File: src/rtl/ptmr_pkg.sv
package ptmr_pkg;
  localparam int WORD_W = 32;
  localparam int CNT_W  = 28;

  // control word bit positions (software decodes these)
  localparam int FLAG_BIT   = 31;
  localparam int RESTART_BIT = 30;
  localparam int IEN_BIT    = 29;
  localparam int RUN_BIT    = 28;

  localparam int ROUTE_W = 3;

  // strobes from control to the counting datapath
  typedef struct packed {
    logic             ctrlWr;    // control word rewritten this cycle
    logic             loadNow;   // begin a fresh period
    logic             runEn;     // stored run enable
    logic [CNT_W-1:0] loadVal;   // value loaded on loadNow
    logic [CNT_W-1:0] reloadVal; // stored period length
  } dpCtl_t;
endpackage

File: src/rtl/ptmr_count.sv
module ptmr_count
  import ptmr_pkg::*;
(
  input  logic   clk,
  input  logic   rstN,
  input  logic   tickEn,
  input  dpCtl_t dpCtl,
  output logic   expire
);
  logic [CNT_W-1:0] count;
  logic             advance;

  // a tick is consumed only when running, no rewrite/restart is pending,
  // and the period is nonzero
  always_comb begin
    advance = dpCtl.runEn && !dpCtl.ctrlWr && !dpCtl.loadNow && tickEn &&
              (dpCtl.reloadVal != '0);
    expire  = advance && (count <= CNT_W'(1));
  end

  always_ff @(posedge clk) begin
    if (!rstN) begin
      count <= '0;
    end else if (dpCtl.loadNow) begin
      count <= dpCtl.loadVal;
    end else if (advance) begin
      if (expire) count <= dpCtl.reloadVal;
      else        count <= count - CNT_W'(1);
    end
  end

  // while running the remaining count never exceeds the period
  a_r2_count_in_range: assert property (@(posedge clk) disable iff (!rstN)
    dpCtl.runEn |-> (count <= dpCtl.reloadVal));

  // a stopped timer does not move
  a_r5_stopped_holds: assert property (@(posedge clk) disable iff (!rstN)
    (!dpCtl.runEn && !dpCtl.loadNow) |=> $stable(count));
endmodule

File: src/rtl/ptmr_ctrl.sv
module ptmr_ctrl
  import ptmr_pkg::*;
#(
  parameter int                ADDR_W    = 4,
  parameter logic [ADDR_W-1:0] ROUTE_OFS = 'h0,
  parameter logic [ADDR_W-1:0] CTRL_OFS  = 'h4,
  parameter logic [ADDR_W-1:0] ACK_OFS   = 'h8
) (
  input  logic              clk,
  input  logic              rstN,
  input  logic              busWrEn,
  input  logic [ADDR_W-1:0] busAddr,
  input  logic [WORD_W-1:0] busWrData,
  input  logic              expire,
  output logic [WORD_W-1:0] busRdData,
  output dpCtl_t            dpCtl,
  output logic              irqOut,
  output logic [1:0]        routeCore,
  output logic              routeFiq
);
  logic [WORD_W-1:0]  ctrlWord;
  logic [ROUTE_W-1:0] routeReg;
  logic hitCtrl, hitAck, hitRoute;
  logic ackClear, ackRestart;

  always_comb begin
    hitCtrl    = busWrEn && (busAddr == CTRL_OFS);
    hitAck     = busWrEn && (busAddr == ACK_OFS);
    hitRoute   = busWrEn && (busAddr == ROUTE_OFS);
    ackClear   = hitAck && busWrData[FLAG_BIT];
    ackRestart = hitAck && busWrData[RESTART_BIT] && ctrlWord[RUN_BIT];
  end

  always_comb begin
    dpCtl.ctrlWr    = hitCtrl;
    dpCtl.loadNow   = (hitCtrl && busWrData[RUN_BIT]) || ackRestart;
    dpCtl.runEn     = ctrlWord[RUN_BIT];
    dpCtl.loadVal   = hitCtrl ? busWrData[CNT_W-1:0] : ctrlWord[CNT_W-1:0];
    dpCtl.reloadVal = ctrlWord[CNT_W-1:0];
  end

  always_ff @(posedge clk) begin
    if (!rstN) begin
      ctrlWord <= '0;
    end else if (hitCtrl) begin
      ctrlWord <= busWrData;
    end else begin
      // clear first, then set: a simultaneous expiry wins
      if (ackClear) ctrlWord[FLAG_BIT] <= 1'b0;
      if (expire)   ctrlWord[FLAG_BIT] <= 1'b1;
    end
  end

  always_ff @(posedge clk) begin
    if (!rstN)         routeReg <= '0;
    else if (hitRoute) routeReg <= busWrData[ROUTE_W-1:0];
  end

  always_comb begin
    if (busAddr == ROUTE_OFS)     busRdData = {{(WORD_W-ROUTE_W){1'b0}}, routeReg};
    else if (busAddr == CTRL_OFS) busRdData = ctrlWord;
    else                          busRdData = '0;
  end

  assign irqOut    = ctrlWord[FLAG_BIT] && ctrlWord[IEN_BIT];
  assign routeCore = routeReg[1:0];
  assign routeFiq  = routeReg[2];

  // an expiry not overridden by a control write leaves the flag set
  a_r3_expiry_sets_flag: assert property (@(posedge clk) disable iff (!rstN)
    (expire && !hitCtrl) |=> ctrlWord[FLAG_BIT]);

  // acknowledge clears the flag when no expiry collides
  a_r6_ack_clears_flag: assert property (@(posedge clk) disable iff (!rstN)
    (ackClear && !expire) |=> !ctrlWord[FLAG_BIT]);

  // acknowledge never touches the configuration bits
  a_r6_ack_keeps_config: assert property (@(posedge clk) disable iff (!rstN)
    hitAck |=> (ctrlWord[FLAG_BIT-1:0] == $past(ctrlWord[FLAG_BIT-1:0])));

  // route changes only on its own write
  a_r8_route_holds: assert property (@(posedge clk) disable iff (!rstN)
    !hitRoute |=> $stable(routeReg));

  // a zero period never raises the flag
  a_r9_zero_never_fires: assert property (@(posedge clk) disable iff (!rstN)
    ((ctrlWord[CNT_W-1:0] == '0) && !hitCtrl && !ctrlWord[FLAG_BIT])
      |=> !ctrlWord[FLAG_BIT]);
endmodule

File: src/rtl/periodic_timer.sv
module periodic_timer
  import ptmr_pkg::*;
#(
  parameter int ADDR_W = 4
) (
  input  logic              clk,
  input  logic              rstN,
  input  logic              tickEn,
  input  logic              busWrEn,
  input  logic [ADDR_W-1:0] busAddr,
  input  logic [31:0]       busWrData,
  output logic [31:0]       busRdData,
  output logic              irqOut,
  output logic [1:0]        routeCore,
  output logic              routeFiq
);
  dpCtl_t dpCtl;
  logic   expire;

  ptmr_ctrl #(.ADDR_W(ADDR_W)) uCtrl (
    .clk(clk), .rstN(rstN), .busWrEn(busWrEn), .busAddr(busAddr),
    .busWrData(busWrData), .expire(expire), .busRdData(busRdData),
    .dpCtl(dpCtl), .irqOut(irqOut), .routeCore(routeCore), .routeFiq(routeFiq)
  );

  ptmr_count uCount (
    .clk(clk), .rstN(rstN), .tickEn(tickEn), .dpCtl(dpCtl), .expire(expire)
  );
endmodule

File: config.mk
export PLATFORM = sky130hd
export DESIGN_NAME = periodic_timer
export DESIGN_NICKNAME = d
export VERILOG_FILES = /design/src/rtl/ptmr_pkg.sv /design/src/rtl/ptmr_count.sv /design/src/rtl/ptmr_ctrl.sv /design/src/rtl/periodic_timer.sv
export SDC_FILE = /design/constraint.sdc
export NUM_CORES = 1
export LEC_CHECK = 0
export ABC_AREA = 1
export BUFFER_PORTS_ARGS = -buffer_cell sky130_fd_sc_hd__buf_2
export CORE_AREA = 2 2 104 81
export CTS_BUF_LIST = sky130_fd_sc_hd__clkbuf_8 sky130_fd_sc_hd__clkbuf_16
export DETAILED_ROUTE_END_ITERATION = 8
export DIE_AREA = 0 0 106 83
export PLACE_DENSITY = 0.83
export RECOVER_POWER = 50
export SYNTH_ARGS = -nofsm -noshare
export SYNTH_HDL_FRONTEND = slang
export SYNTH_SLANG_ARGS = --single-unit
export TNS_END_PERCENT = 5
File: constraint.sdc
create_clock -name clk -period 4.5 [get_ports clk]
set_input_delay 1.125 -clock clk [delete_from_list [all_inputs] [get_ports clk]]
set_output_delay 1.125 -clock clk [all_outputs]
set_load 0.02 [all_outputs]
==> impl_results.md <==
* Internal power at roughly 970 uW
* Unrepaired setup endpoints after global routing: no
* Post-Syn Area per Cell at 6.38 um2
* Combinational share of power at approximately 14%
* Post-CTS resize count at 0
* Required @ worst endpoint at roughly 4.8 ns
* Initial antenna violation count at 0
* Worst reg2reg setup slack at 1.94 ns
* Initial Util at 58.8%
* Distinct cell type count after synthesis at 35
* Gr usage total at 30.9%
* Routed wire length at between 10 and 15 mm
* Pwr Density at 264 nW/um2
* Max-capacitance violation count at 0
* Minimum clock period at about 3.6 ns
* Post-synthesis sequential area ratio at roughly 28%
* Hold buffers post-CTS at 0
* Syn_nets at between 700 and 800
* Filler Cell Count at 747
* Mapped Area at 4560 um2
* Drt pass-1 iters at 5
* CTS clk-pin slew, worst paths at 0.07 ns
* Skew-Pair Late Insertion Delay at 0.36 ns
* Pins over their slew limit at 0
* Capture point of the worst path: uCount.count[26]$_SDFFE_PN0P_
* TritonCTS Buffers at 9
* Layout Utilization at 66.0%
* Most numerous cell in the Yosys netlist: inv_1
* GPL Wtd Cong at 0.961
* Area grow syn2layout at 12.2%
* Clk sinks at 63
* Max FO, Critical Path at 35
* Antenna cells at 0
* Post-CTS Setup Inserts at 0
* R2R Path Start: uCount.count[0]$_SDFFE_PN0P_
* DRT iter0 DRCs at 408
* Seq cells post-synth at 63
* Final hold violation count at 0
* Outcome: finished, final reports clean
* Vias in the first global route at 4604
* Post-route ant nets at 0
* Critical Path Start: busAddr[1]
* Share of layout cells above drive strength 1 at a little under a fifth
* Number of remaining DRC errors at 0
* Fin nets at 815
* Setup TNS at 0 ns
* DIE AREA at just under 9000 um2
* Vias at roughly 4800
* Peak supply drop at 0.175 mV
* Flop pwr share at 42.5%
* Hold slack at 0.460 ns
* Post-Syn Instances at 714
* Hpwl dp at 9.62 mm
* Core Area at 7740 um2
* Leakage at 2.22 nW
* FFs w/ async S/R, synth at 0%
* CTS tree: done
* Chip Width at 106 um
* Critical path capture point type: register
* Synth warnings at 0
* Top post-synthesis cells by area: dfxtp_1 (28%), inv_1 (10%), nand2_1 (9.9%)
* Clock Path Buffers at 2
* Maximum clock frequency at between 200 and 300 MHz
* Worst Path Arrival at slightly below 4 ns
* Setup violators final at 0
* Yosys top cell by area: dfxtp_1
* Commonest cells post-synth: inv_1 (126), nand2_1 (120), nor2_1 (104)
* Num ports at 76
* Worst setup SP type: primary input
* Capturing point of the worst reg2reg path: uCount.count[7]$_SDFFE_PN0P_
* Period utilisation layout at 79.2%
* Prevailing post-synth register cell: dfxtp_1
* Hold Path Class: reg -> reg
* Final Non-Filler Cells at 883
* WL/cell at between 15 and 20 um
* WS Path Type: in -> reg
* Worst Skew at 0.00900 ns
* R2R cell count at 11
* First-pass GRT wire length at 21.9 mm
* Vias per cell at 5.47
* Switching fraction of total power at 28.2%
* Port buffer count at 75
* Sw Pwr at 380 uW
* Worst-margin pin slew at between 1 and 1.5 ns
* Largest net degree at the start of global routing at between 50 and 60
* Yosys top cell area share at 27.7%
* H-tree levels at 3
* Slew headroom at 19.7%
* Post-synth EDFFs at 0
* Rows at 28
* Clock power share at 43.1%
* DIE HEIGHT at between 80 and 90 um
* Root Buffer: clkbuf_8
* Gr ovfl total at 0
* Placed Instances at 867
[how the worst min path moves through the flow]
| stage | start | to | slack, ns | cells past startpoint |
|---|---|---|---|---|
| 2_1_floorplan | uCtrl.ctrlWord[30]$_SDFFE_PN0N_ | uCtrl.ctrlWord[30]$_SDFFE_PN0N_ | 0.43 | 2 |
| 3_3_place_gp | uCtrl.ctrlWord[30]$_SDFFE_PN0N_ | uCtrl.ctrlWord[30]$_SDFFE_PN0N_ | 0.45 | 2 |
| 3_5_place_dp | uCtrl.ctrlWord[30]$_SDFFE_PN0N_ | uCtrl.ctrlWord[30]$_SDFFE_PN0N_ | 0.45 | 2 |
| 4_1_cts | uCtrl.ctrlWord[30]$_SDFFE_PN0N_ | uCtrl.ctrlWord[30]$_SDFFE_PN0N_ | 0.46 | 2 |
| 5_1_grt | uCtrl.ctrlWord[30]$_SDFFE_PN0N_ | uCtrl.ctrlWord[30]$_SDFFE_PN0N_ | 0.51 | 2 |
| 6_report | uCtrl.ctrlWord[30]$_SDFFE_PN0N_ | uCtrl.ctrlWord[30]$_SDFFE_PN0N_ | 0.46 | 2 |
[layout make-up]
| class | count | area (um2) | area share [%] |
|---|---|---|---|
| Sequential cell | 63 | 1260 | 24.7 |
| Clock inverter | 5 | 72.6 | 1.42 |
| Timing Repair Buffer | 77 | 384 | 7.52 |
| Clock buffer | 11 | 151 | 2.96 |
| Tap cell | 105 | 131 | 2.57 |
| Multi-Input combinational cell | 486 | 2590 | 50.8 |
| Inverter | 136 | 515 | 10.1 |
[kinds of logic (layout without fill, tap and decap cells)]
family | after synthesis | after routing | synth area share, %
XOR/XNOR | 22 | 22 | 4.23
flip-flops | 63 | 63 | 27.7
AND/OR/NAND/NOR | 339 | 339 | 36.0
adder cells (fa/ha/maj) | 2 | 2 | 0.549
buffers and inverters | 165 | 229 | 15.0
AO/OA/AOI/OAI | 123 | 123 | 16.6
[per-stage QoR]
stage	setup slack (ns)	power, mW	instance area [um2]
after global routing	0.648	1.39	5110
after detailed placement	1.21	0.777	4910
after CTS	1.21	1.35	5130
after global placement	1.31	0.771	4910
final	0.935	1.35	5110
after floorplan	1.37	0.725	4560
[critical path: stages]
cell and delay [ns]:
clkbuf_1 0.10, nor2_4 0.18, nand3_1 0.86, inv_2 0.92
nand2_1 0.09, o21ai_0 0.11, inv_1 0.10, o21ai_0 0.16
inv_1 0.07, a21oi_1 0.13
[cell usage in the layout, fill, tap and decap left out]
| cell type | n |
|---|---|
| a21oi_1 | 36 |
| a31oi_1 | 6 |
| buf_2 | 70 |
| buf_4 | 2 |
| bufinv_16 | 2 |
| clkbuf_1 | 5 |
| clkbuf_8 | 11 |
| clkinv_2 | 1 |
| dfxtp_1 | 63 |
| ha_1 | 2 |
| inv_1 | 129 |
| inv_2 | 7 |
| inv_4 | 2 |
| nand2_1 | 120 |
| nand2_2 | 2 |
| nand2_4 | 3 |
| nand2_8 | 1 |
| nand3_1 | 45 |
| nand3_2 | 7 |
| nand3_4 | 1 |
| nand4_1 | 6 |
| nand4_2 | 1 |
| nor2_1 | 104 |
| nor2_2 | 10 |
| nor2_4 | 8 |
| nor2_8 | 1 |
| nor3_1 | 3 |
| o21a_1 | 27 |
| o21ai_0 | 23 |
| o21ai_1 | 17 |
| o21ai_2 | 5 |
| o21bai_2 | 6 |
| o22ai_1 | 3 |
| or2_0 | 24 |
| or2_2 | 3 |
| xnor2_1 | 2 |
| xor2_1 | 20 |
[power by group through the flow]
stage | combinational, mW | clock, mW | sequential [mW]
3_3_place_gp | 0.186 | 0 | 0.585
5_1_grt | 0.214 | 0.603 | 0.574
4_1_cts | 0.192 | 0.580 | 0.573
3_5_place_dp | 0.192 | 0 | 0.586
6_report | 0.195 | 0.581 | 0.573
2_1_floorplan | 0.141 | 0 | 0.584
[layer usage]
| layer | track usage (%) | part of all wire [%] | up-vias |
|---|---|---|---|
| li1 | - | - | 2326 |
| met1 | 40.2 | 43 | 2235 |
| met2 | 50.4 | 46 | 233 |
| met3 | 6.75 | 8.5 | 40 |
| met4 | 10.9 | 2.6 | 0 |
| met5 | 0 | 0 | - |
[flip-flops by register name, summed over array words and instances (netlist names)]
name	flops
uCount.count	28
uCtrl.ctrlWord	32
uCtrl.routeReg	3
Power figures use the tool's default switching activity.
